File: config.mk
export PLATFORM = sky130hd
export DESIGN_NAME = seg_regfile
export DESIGN_NICKNAME = d
export VERILOG_FILES = /design/src/rtl/seg_regfile_pkg.sv /design/src/rtl/srf_gpr.sv /design/src/rtl/srf_seg.sv /design/src/rtl/srf_ctl.sv /design/src/rtl/seg_regfile.sv
export SDC_FILE = /design/constraint.sdc
export NUM_CORES = 1
export LEC_CHECK = 0
export ABC_CLOCK_PERIOD_IN_PS = 4900
export BUFFER_PORTS_ARGS = -buffer_cell sky130_fd_sc_hd__buf_2
export CORE_MARGIN = 2
export CORE_UTILIZATION = 40
export DETAILED_ROUTE_END_ITERATION = 10
export MAX_ROUTING_LAYER = met4
export SLEW_MARGIN = 5
export SYNTH_ARGS = -nofsm -noshare
export SYNTH_HDL_FRONTEND = slang
export SYNTH_SLANG_ARGS = --single-unit
File: constraint.sdc
create_clock -name clk -period 4.9 [get_ports clk]
set_clock_uncertainty 0.15 [all_clocks]
set_input_delay 1.47 -clock clk [delete_from_list [all_inputs] [get_ports clk]]
set_output_delay 1.47 -clock clk [all_outputs]
set_load 0.05 [all_outputs]
File: src/rtl/seg_regfile_pkg.sv
`timescale 1ns/1ps
package seg_regfile_pkg;
  typedef enum logic [1:0] {
    ACC_FETCH = 2'd0,
    ACC_DATA  = 2'd1,
    ACC_STACK = 2'd2,
    ACC_RSVD  = 2'd3
  } acc_kind_e;

  localparam logic [1:0] SEG_CODE  = 2'd0;
  localparam logic [1:0] SEG_DATA  = 2'd1;
  localparam logic [1:0] SEG_STACK = 2'd2;
  localparam logic [1:0] SEG_EXTRA = 2'd3;

  localparam int ACC_REG  = 0;
  localparam int PAIR_REG = 2;
endpackage

File: src/rtl/srf_gpr.sv
`timescale 1ns/1ps
module srf_gpr #(
  parameter int W      = 16,
  parameter int CODE_W = 3
) (
  input  logic              clk,
  input  logic              rst,
  input  logic              wr_en,
  input  logic [CODE_W-1:0] wr_code,
  input  logic              wr_wide,
  input  logic [W-1:0]      wr_data,
  input  logic              mul_wr_en,
  input  logic [W-1:0]      mul_lo,
  input  logic [W-1:0]      mul_hi,
  input  logic [CODE_W-1:0] rda_code,
  input  logic              rda_wide,
  input  logic              rda_force_acc,
  input  logic [CODE_W-1:0] rdb_code,
  input  logic              rdb_wide,
  output logic [W-1:0]      rda_q,
  output logic [W-1:0]      rdb_q
);
  import seg_regfile_pkg::*;

  localparam int IW = CODE_W - 1;
  localparam int NG = 1 << IW;
  localparam int BW = W / 2;
  localparam logic [CODE_W-1:0] ACC_CODE = CODE_W'(ACC_REG);

  logic [NG-1:0][BW-1:0] lo_v;
  logic [NG-1:0][BW-1:0] hi_v;
  logic [NG-1:0][W-1:0]  ptr_v;

  logic [IW-1:0] wr_idx;
  assign wr_idx = wr_code[IW-1:0];

  for (genvar g = 0; g < NG; g++) begin : g_reg
    localparam logic [IW-1:0] GI = IW'(g);
    localparam bit MUL_TGT = (g == ACC_REG) || (g == PAIR_REG);
    logic [BW-1:0] lo_q, hi_q;
    logic [W-1:0]  ptr_q;
    logic          hit_word, hit_lo, hit_hi, hit_ptr, hit_mul;
    logic [W-1:0]  mul_val;

    assign hit_word = wr_en &&  wr_wide && !wr_code[IW] && (wr_idx == GI);
    assign hit_ptr  = wr_en &&  wr_wide &&  wr_code[IW] && (wr_idx == GI);
    assign hit_lo   = wr_en && !wr_wide && !wr_code[IW] && (wr_idx == GI);
    assign hit_hi   = wr_en && !wr_wide &&  wr_code[IW] && (wr_idx == GI);
    assign hit_mul  = mul_wr_en && MUL_TGT;
    assign mul_val  = (g == ACC_REG) ? mul_lo : mul_hi;

    always_ff @(posedge clk) begin
      if (rst) begin
        lo_q <= '0;
        hi_q <= '0;
      end else if (hit_mul) begin
        lo_q <= mul_val[BW-1:0];
        hi_q <= mul_val[W-1:BW];
      end else begin
        if (hit_word || hit_lo) lo_q <= wr_data[BW-1:0];
        if (hit_word)           hi_q <= wr_data[W-1:BW];
        else if (hit_hi)        hi_q <= wr_data[BW-1:0];
      end
    end

    always_ff @(posedge clk) begin
      if (rst)          ptr_q <= '0;
      else if (hit_ptr) ptr_q <= wr_data;
    end

    assign lo_v[g]  = lo_q;
    assign hi_v[g]  = hi_q;
    assign ptr_v[g] = ptr_q;
  end

  function automatic logic [W-1:0] pick(
    input logic [CODE_W-1:0]    c,
    input logic                 wide,
    input logic [NG-1:0][BW-1:0] lo,
    input logic [NG-1:0][BW-1:0] hi,
    input logic [NG-1:0][W-1:0]  ptr
  );
    logic [IW-1:0] i;
    i = c[IW-1:0];
    if (wide) pick = c[IW] ? ptr[i] : {hi[i], lo[i]};
    else      pick = {{(W-BW){1'b0}}, (c[IW] ? hi[i] : lo[i])};
  endfunction

  logic [CODE_W-1:0] a_code;
  logic              a_wide;
  logic [W-1:0]      a_next, b_next;

  always_comb begin
    a_code = rda_force_acc ? ACC_CODE : rda_code;
    a_wide = rda_force_acc ? 1'b1     : rda_wide;
    a_next = pick(a_code, a_wide, lo_v, hi_v, ptr_v);
    b_next = pick(rdb_code, rdb_wide, lo_v, hi_v, ptr_v);
  end

  always_ff @(posedge clk) begin
    if (rst) begin
      rda_q <= '0;
      rdb_q <= '0;
    end else begin
      rda_q <= a_next;
      rdb_q <= b_next;
    end
  end
endmodule

File: src/rtl/srf_seg.sv
`timescale 1ns/1ps
module srf_seg #(
  parameter int W = 16
) (
  input  logic         clk,
  input  logic         rst,
  input  logic         seg_wr_en,
  input  logic [1:0]   seg_wr_idx,
  input  logic [W-1:0] seg_wr_data,
  input  logic [1:0]   acc_type,
  input  logic         seg_ovr_en,
  input  logic [1:0]   seg_ovr_idx,
  output logic [1:0]   seg_sel_q,
  output logic [W-1:0] seg_q
);
  import seg_regfile_pkg::*;

  localparam int NSEG = 4;

  logic [W-1:0] seg_mem [NSEG];
  logic [1:0]   implicit_sel, sel;
  acc_kind_e    kind;

  always_comb begin
    kind = acc_kind_e'(acc_type);
    unique case (kind)
      ACC_FETCH: implicit_sel = SEG_CODE;
      ACC_STACK: implicit_sel = SEG_STACK;
      default:   implicit_sel = SEG_DATA;
    endcase
    sel = seg_ovr_en ? seg_ovr_idx : implicit_sel;
  end

  always_ff @(posedge clk) begin
    if (rst) begin
      for (int i = 0; i < NSEG; i++) seg_mem[i] <= '0;
    end else if (seg_wr_en) begin
      seg_mem[seg_wr_idx] <= seg_wr_data;
    end
  end

  always_ff @(posedge clk) begin
    if (rst) begin
      seg_sel_q <= '0;
      seg_q     <= '0;
    end else begin
      seg_sel_q <= sel;
      seg_q     <= seg_mem[sel];
    end
  end
endmodule

File: src/rtl/srf_ctl.sv
`timescale 1ns/1ps
module srf_ctl #(
  parameter int W  = 16,
  parameter int FW = 16
) (
  input  logic          clk,
  input  logic          rst,
  input  logic          ip_wr_en,
  input  logic [W-1:0]  ip_wr_data,
  input  logic          flg_wr_en,
  input  logic [FW-1:0] flg_wr_mask,
  input  logic [FW-1:0] flg_wr_data,
  output logic [W-1:0]  ip_q,
  output logic [FW-1:0] flags_q
);
  always_ff @(posedge clk) begin
    if (rst)           ip_q <= '0;
    else if (ip_wr_en) ip_q <= ip_wr_data;
  end

  for (genvar f = 0; f < FW; f++) begin : g_flag
    always_ff @(posedge clk) begin
      if (rst)                             flags_q[f] <= 1'b0;
      else if (flg_wr_en && flg_wr_mask[f]) flags_q[f] <= flg_wr_data[f];
    end
  end
endmodule

File: src/rtl/seg_regfile.sv
`timescale 1ns/1ps
module seg_regfile #(
  parameter int DATA_W = 16,
  parameter int CODE_W = 3,
  parameter int FLAG_W = 16
) (
  input  logic              clk,
  input  logic              rst,
  input  logic              wr_en,
  input  logic [CODE_W-1:0] wr_code,
  input  logic              wr_wide,
  input  logic [DATA_W-1:0] wr_data,
  input  logic              mul_wr_en,
  input  logic [DATA_W-1:0] mul_lo,
  input  logic [DATA_W-1:0] mul_hi,
  input  logic [CODE_W-1:0] rda_code,
  input  logic              rda_wide,
  input  logic              mul_op,
  input  logic [CODE_W-1:0] rdb_code,
  input  logic              rdb_wide,
  output logic [DATA_W-1:0] rda_q,
  output logic [DATA_W-1:0] rdb_q,
  input  logic              seg_wr_en,
  input  logic [1:0]        seg_wr_idx,
  input  logic [DATA_W-1:0] seg_wr_data,
  input  logic [1:0]        acc_type,
  input  logic              seg_ovr_en,
  input  logic [1:0]        seg_ovr_idx,
  output logic [1:0]        seg_sel_q,
  output logic [DATA_W-1:0] seg_q,
  input  logic              ip_wr_en,
  input  logic [DATA_W-1:0] ip_wr_data,
  output logic [DATA_W-1:0] ip_q,
  input  logic              flg_wr_en,
  input  logic [FLAG_W-1:0] flg_wr_mask,
  input  logic [FLAG_W-1:0] flg_wr_data,
  output logic [FLAG_W-1:0] flags_q
);
  srf_gpr #(.W(DATA_W), .CODE_W(CODE_W)) u_gpr (
    .clk(clk), .rst(rst),
    .wr_en(wr_en), .wr_code(wr_code), .wr_wide(wr_wide), .wr_data(wr_data),
    .mul_wr_en(mul_wr_en), .mul_lo(mul_lo), .mul_hi(mul_hi),
    .rda_code(rda_code), .rda_wide(rda_wide), .rda_force_acc(mul_op),
    .rdb_code(rdb_code), .rdb_wide(rdb_wide),
    .rda_q(rda_q), .rdb_q(rdb_q)
  );

  srf_seg #(.W(DATA_W)) u_seg (
    .clk(clk), .rst(rst),
    .seg_wr_en(seg_wr_en), .seg_wr_idx(seg_wr_idx), .seg_wr_data(seg_wr_data),
    .acc_type(acc_type), .seg_ovr_en(seg_ovr_en), .seg_ovr_idx(seg_ovr_idx),
    .seg_sel_q(seg_sel_q), .seg_q(seg_q)
  );

  srf_ctl #(.W(DATA_W), .FW(FLAG_W)) u_ctl (
    .clk(clk), .rst(rst),
    .ip_wr_en(ip_wr_en), .ip_wr_data(ip_wr_data),
    .flg_wr_en(flg_wr_en), .flg_wr_mask(flg_wr_mask), .flg_wr_data(flg_wr_data),
    .ip_q(ip_q), .flags_q(flags_q)
  );
endmodule

==> flow_summary_export.csv <==
group,metric,value,unit
setup_path,crit_path_max_fanout,27,
min_path,min_from,"u_ctl.flags_q[7]",
synth,synth_flop_cell,"dfxtp_1",
power,leakage,0.00601,uW
clock_tree,cts_tree,"built",
grt,grt_overflow,0,
routing,post_drt_wl_per_cell,19.8,um
placement,gp_congestion,0.887,
clock_tree,cts_made_buffers,31,
clock_tree,cts_sinks,274,
synth,netlist_top_cells_count,"223 x nand2_1, 210 x dfxtp_1, 121 x a21oi_1, 88 x nor2_1, 77 x mux2i_1",
synth,mappedNetlistArea,0.0128,sq mm
sta,slew_violations,0,
clock_tree,post-cts-setup-buffers,0,
synth,synth_top_area_frac,0.328,
job,maxCapViolations,0,
floorplan,die_area,0.0334,sq mm
sta,final-hold-violation-count,0,
synth,ys_async_sr_fraction,0,
synth,synthTopCellsByArea,"dfxtp_1 33%, edfxtp_1 15%, mux4_2 8.4%",
floorplan,core-area,0.0316,sq mm
routing,drc,0,
floorplan,start_util,0.406,
setup_path,worstPathRequired,5.14,ns
sta,maxSlewHeadroom,0.306,
setup_path,crit_type,"input port to flop",
setup_path,reg2reg_from,"u_gpr.g_reg[1].hi_q[5]",
floorplan,die_y,183,um
routing,dr.pass1.iters,6,
status,status,"complete, no violations",
synth,synth_top_area_cell,"dfxtp_1",
synth,synth_fp_nets,1417,
synth,ys.warnings.count,0,
synth,synth_edf_count,64,
grt,grt_pass1_vias,9773,
grt,grt_max_degree,97,
grt,antenna_found_initial,13,
routing,drt-total-wl,37.5,mm
routing,drt_first_iter_violations,813,
layout,layout-drive-gt1-share,0.279,
clock_tree,clockRootBuffer,"clkbuf_16",
power,pwr_density_cell,374,mW/mm^2
sta,setup_viol_count_final,0,
power,finalPower,5700,uW
grt,grt_usage,0.226,
sta,worstMarginPinSlew,1.04,ns
power,vdd_drop_max,281,uV
layout,fin_nets,1587,
sta,period_share,0.651,
synth,synth_seq_cells,274,
routing,avgViaCountPerCell,5.42,
floorplan,pin_count,221,
sta,rsz0062_at_grt,"false",
synth,yosysSeqAreaShare,0.479,
clock_tree,worstSkewPairLatency,0.55,ns
setup_path,crit_arrival,3.43,ns
min_path,hp-class,"flop to flop",
clock_tree,cts_hold_buf,0,
floorplan,rows,65,
floorplan,die_x,183,um
routing,ant_nets,0,
clock_tree,clockBufferDepth,3,
synth,synthCells,1278,
sta,timing.final.crit_period,3.19,ns
clock_tree,cts_resized,0,
synth,synth_cell_types,51,
sta,fmax,313,MHz
placement,dp_hpwl,26.3,mm
grt,grt_pass1_wl,56.8,mm
setup_path,endpoint_kind,"flop",
layout,area_growth,19.1,%
setup_path,worst_setup_path_start_kind,"input port",
synth,yosysMostFrequentCell,"nand2_1",
routing,vias,10200,
placement,io_buffer_count,220,
sta,setup-tns-final,0,ns
clock_tree,path_clk_slew,0.06,ns
synth,synth.avg_cell_area,10.0,sq um
clock_tree,htreeDepth,1,
setup_path,critPathLaunch,"rda_code[0]",
[report_power, final]
part           internal (uW)  total (uW)  switching, uW
combinational            263         736            473
sequential              2430        2490           63.4
clock                   1530        2470            943
[worst max-delay path, cell delays in order]
cell	delay (ns)
buf_2	0.56
nor3b_2	0.59
a222oi_1	0.14
a2111oi_0	0.66
[cells by family (layout without fill, tap and decap cells)]
family,count (synthesis),count (layout),share of synthesized area
compound gates,237,237,0.122
other cells,0,13,0
flops,274,274,0.479
simple gates,502,502,0.186
xor+xnor,2,2,0.00137
buf+inv,105,299,0.0371
mux,158,158,0.175
[final cells by class]
cell class,count,area [sq um]
Sequential cell,274,6130
Multi-Input combinational cell,899,6210
Clock inverter,15,180
Tap cell,402,503
Timing Repair Buffer,238,1240
Inverter,4,15.0
Antenna cell,13,32.5
Fill cell,3007,16300
Clock buffer,42,931
[per-stage QoR]
step | utilization | setup WS, ns | hold WS [ns] | area, sq um | cells
6_report | 0.483 | 1.71 | 0.301 | 15200 | 1887
2_1_floorplan | - | 1.92 | 0.293 | 12800 | 1278
5_1_grt | 0.483 | 1.57 | 0.316 | 15200 | 1887
3_3_place_gp | 0.447 | 1.16 | 0.291 | 14100 | 1817
3_5_place_dp | 0.447 | 1.19 | 0.293 | 14100 | 1817
4_1_cts | 0.482 | 1.77 | 0.302 | 15200 | 1874
[final timing paths]
check,slack [ns],cells after the start,endpoint
setup / recovery,1.71,4,u_gpr.rda_q[13]
setup reg to reg,3.14,3,u_gpr.rda_q[13]
hold reg to reg,0.30,2,u_ctl.flags_q[7]
hold / removal,0.30,2,u_ctl.flags_q[7]
[state kept, by name, summed over array words and instances, names as in the netlist]
name and count:
u_ctl.ip_q 16, u_gpr.g.hi_q 32, u_gpr.g.ptr_q 64, u_gpr.g.lo_q 32
u_seg.seg_q 16, u_seg.seg_sel_q 2, u_seg.seg_mem 64, u_ctl.flags_q 16
u_gpr.rda_q 16, u_gpr.rdb_q 16
[routing by layer]
layer,up-vias,global-route usage,part of all wire,wire (um)
li1,4946,-,-,-
met1,4835,0.291,0.42,15600
met2,391,0.355,0.46,17400
met3,61,0.0538,0.090,3370
met4,0,0.0659,0.030,1110
met5,-,-,0,0
[cell usage in the layout (no fill, tap or decap), drive strengths merged, types with 15 or more instances in the layout]
master and n:
buf 238, nand2 224, dfxtp 210, a21oi 121, nor2 88, mux2i 78
and2 65, edfxtp 64, mux4 48, nor2b 45, clkbuf 42, mux2 32
nand3 27, a211oi 20, o22ai 18, a31o 16, nand3b 15
(Power assumes the default switching activity.)
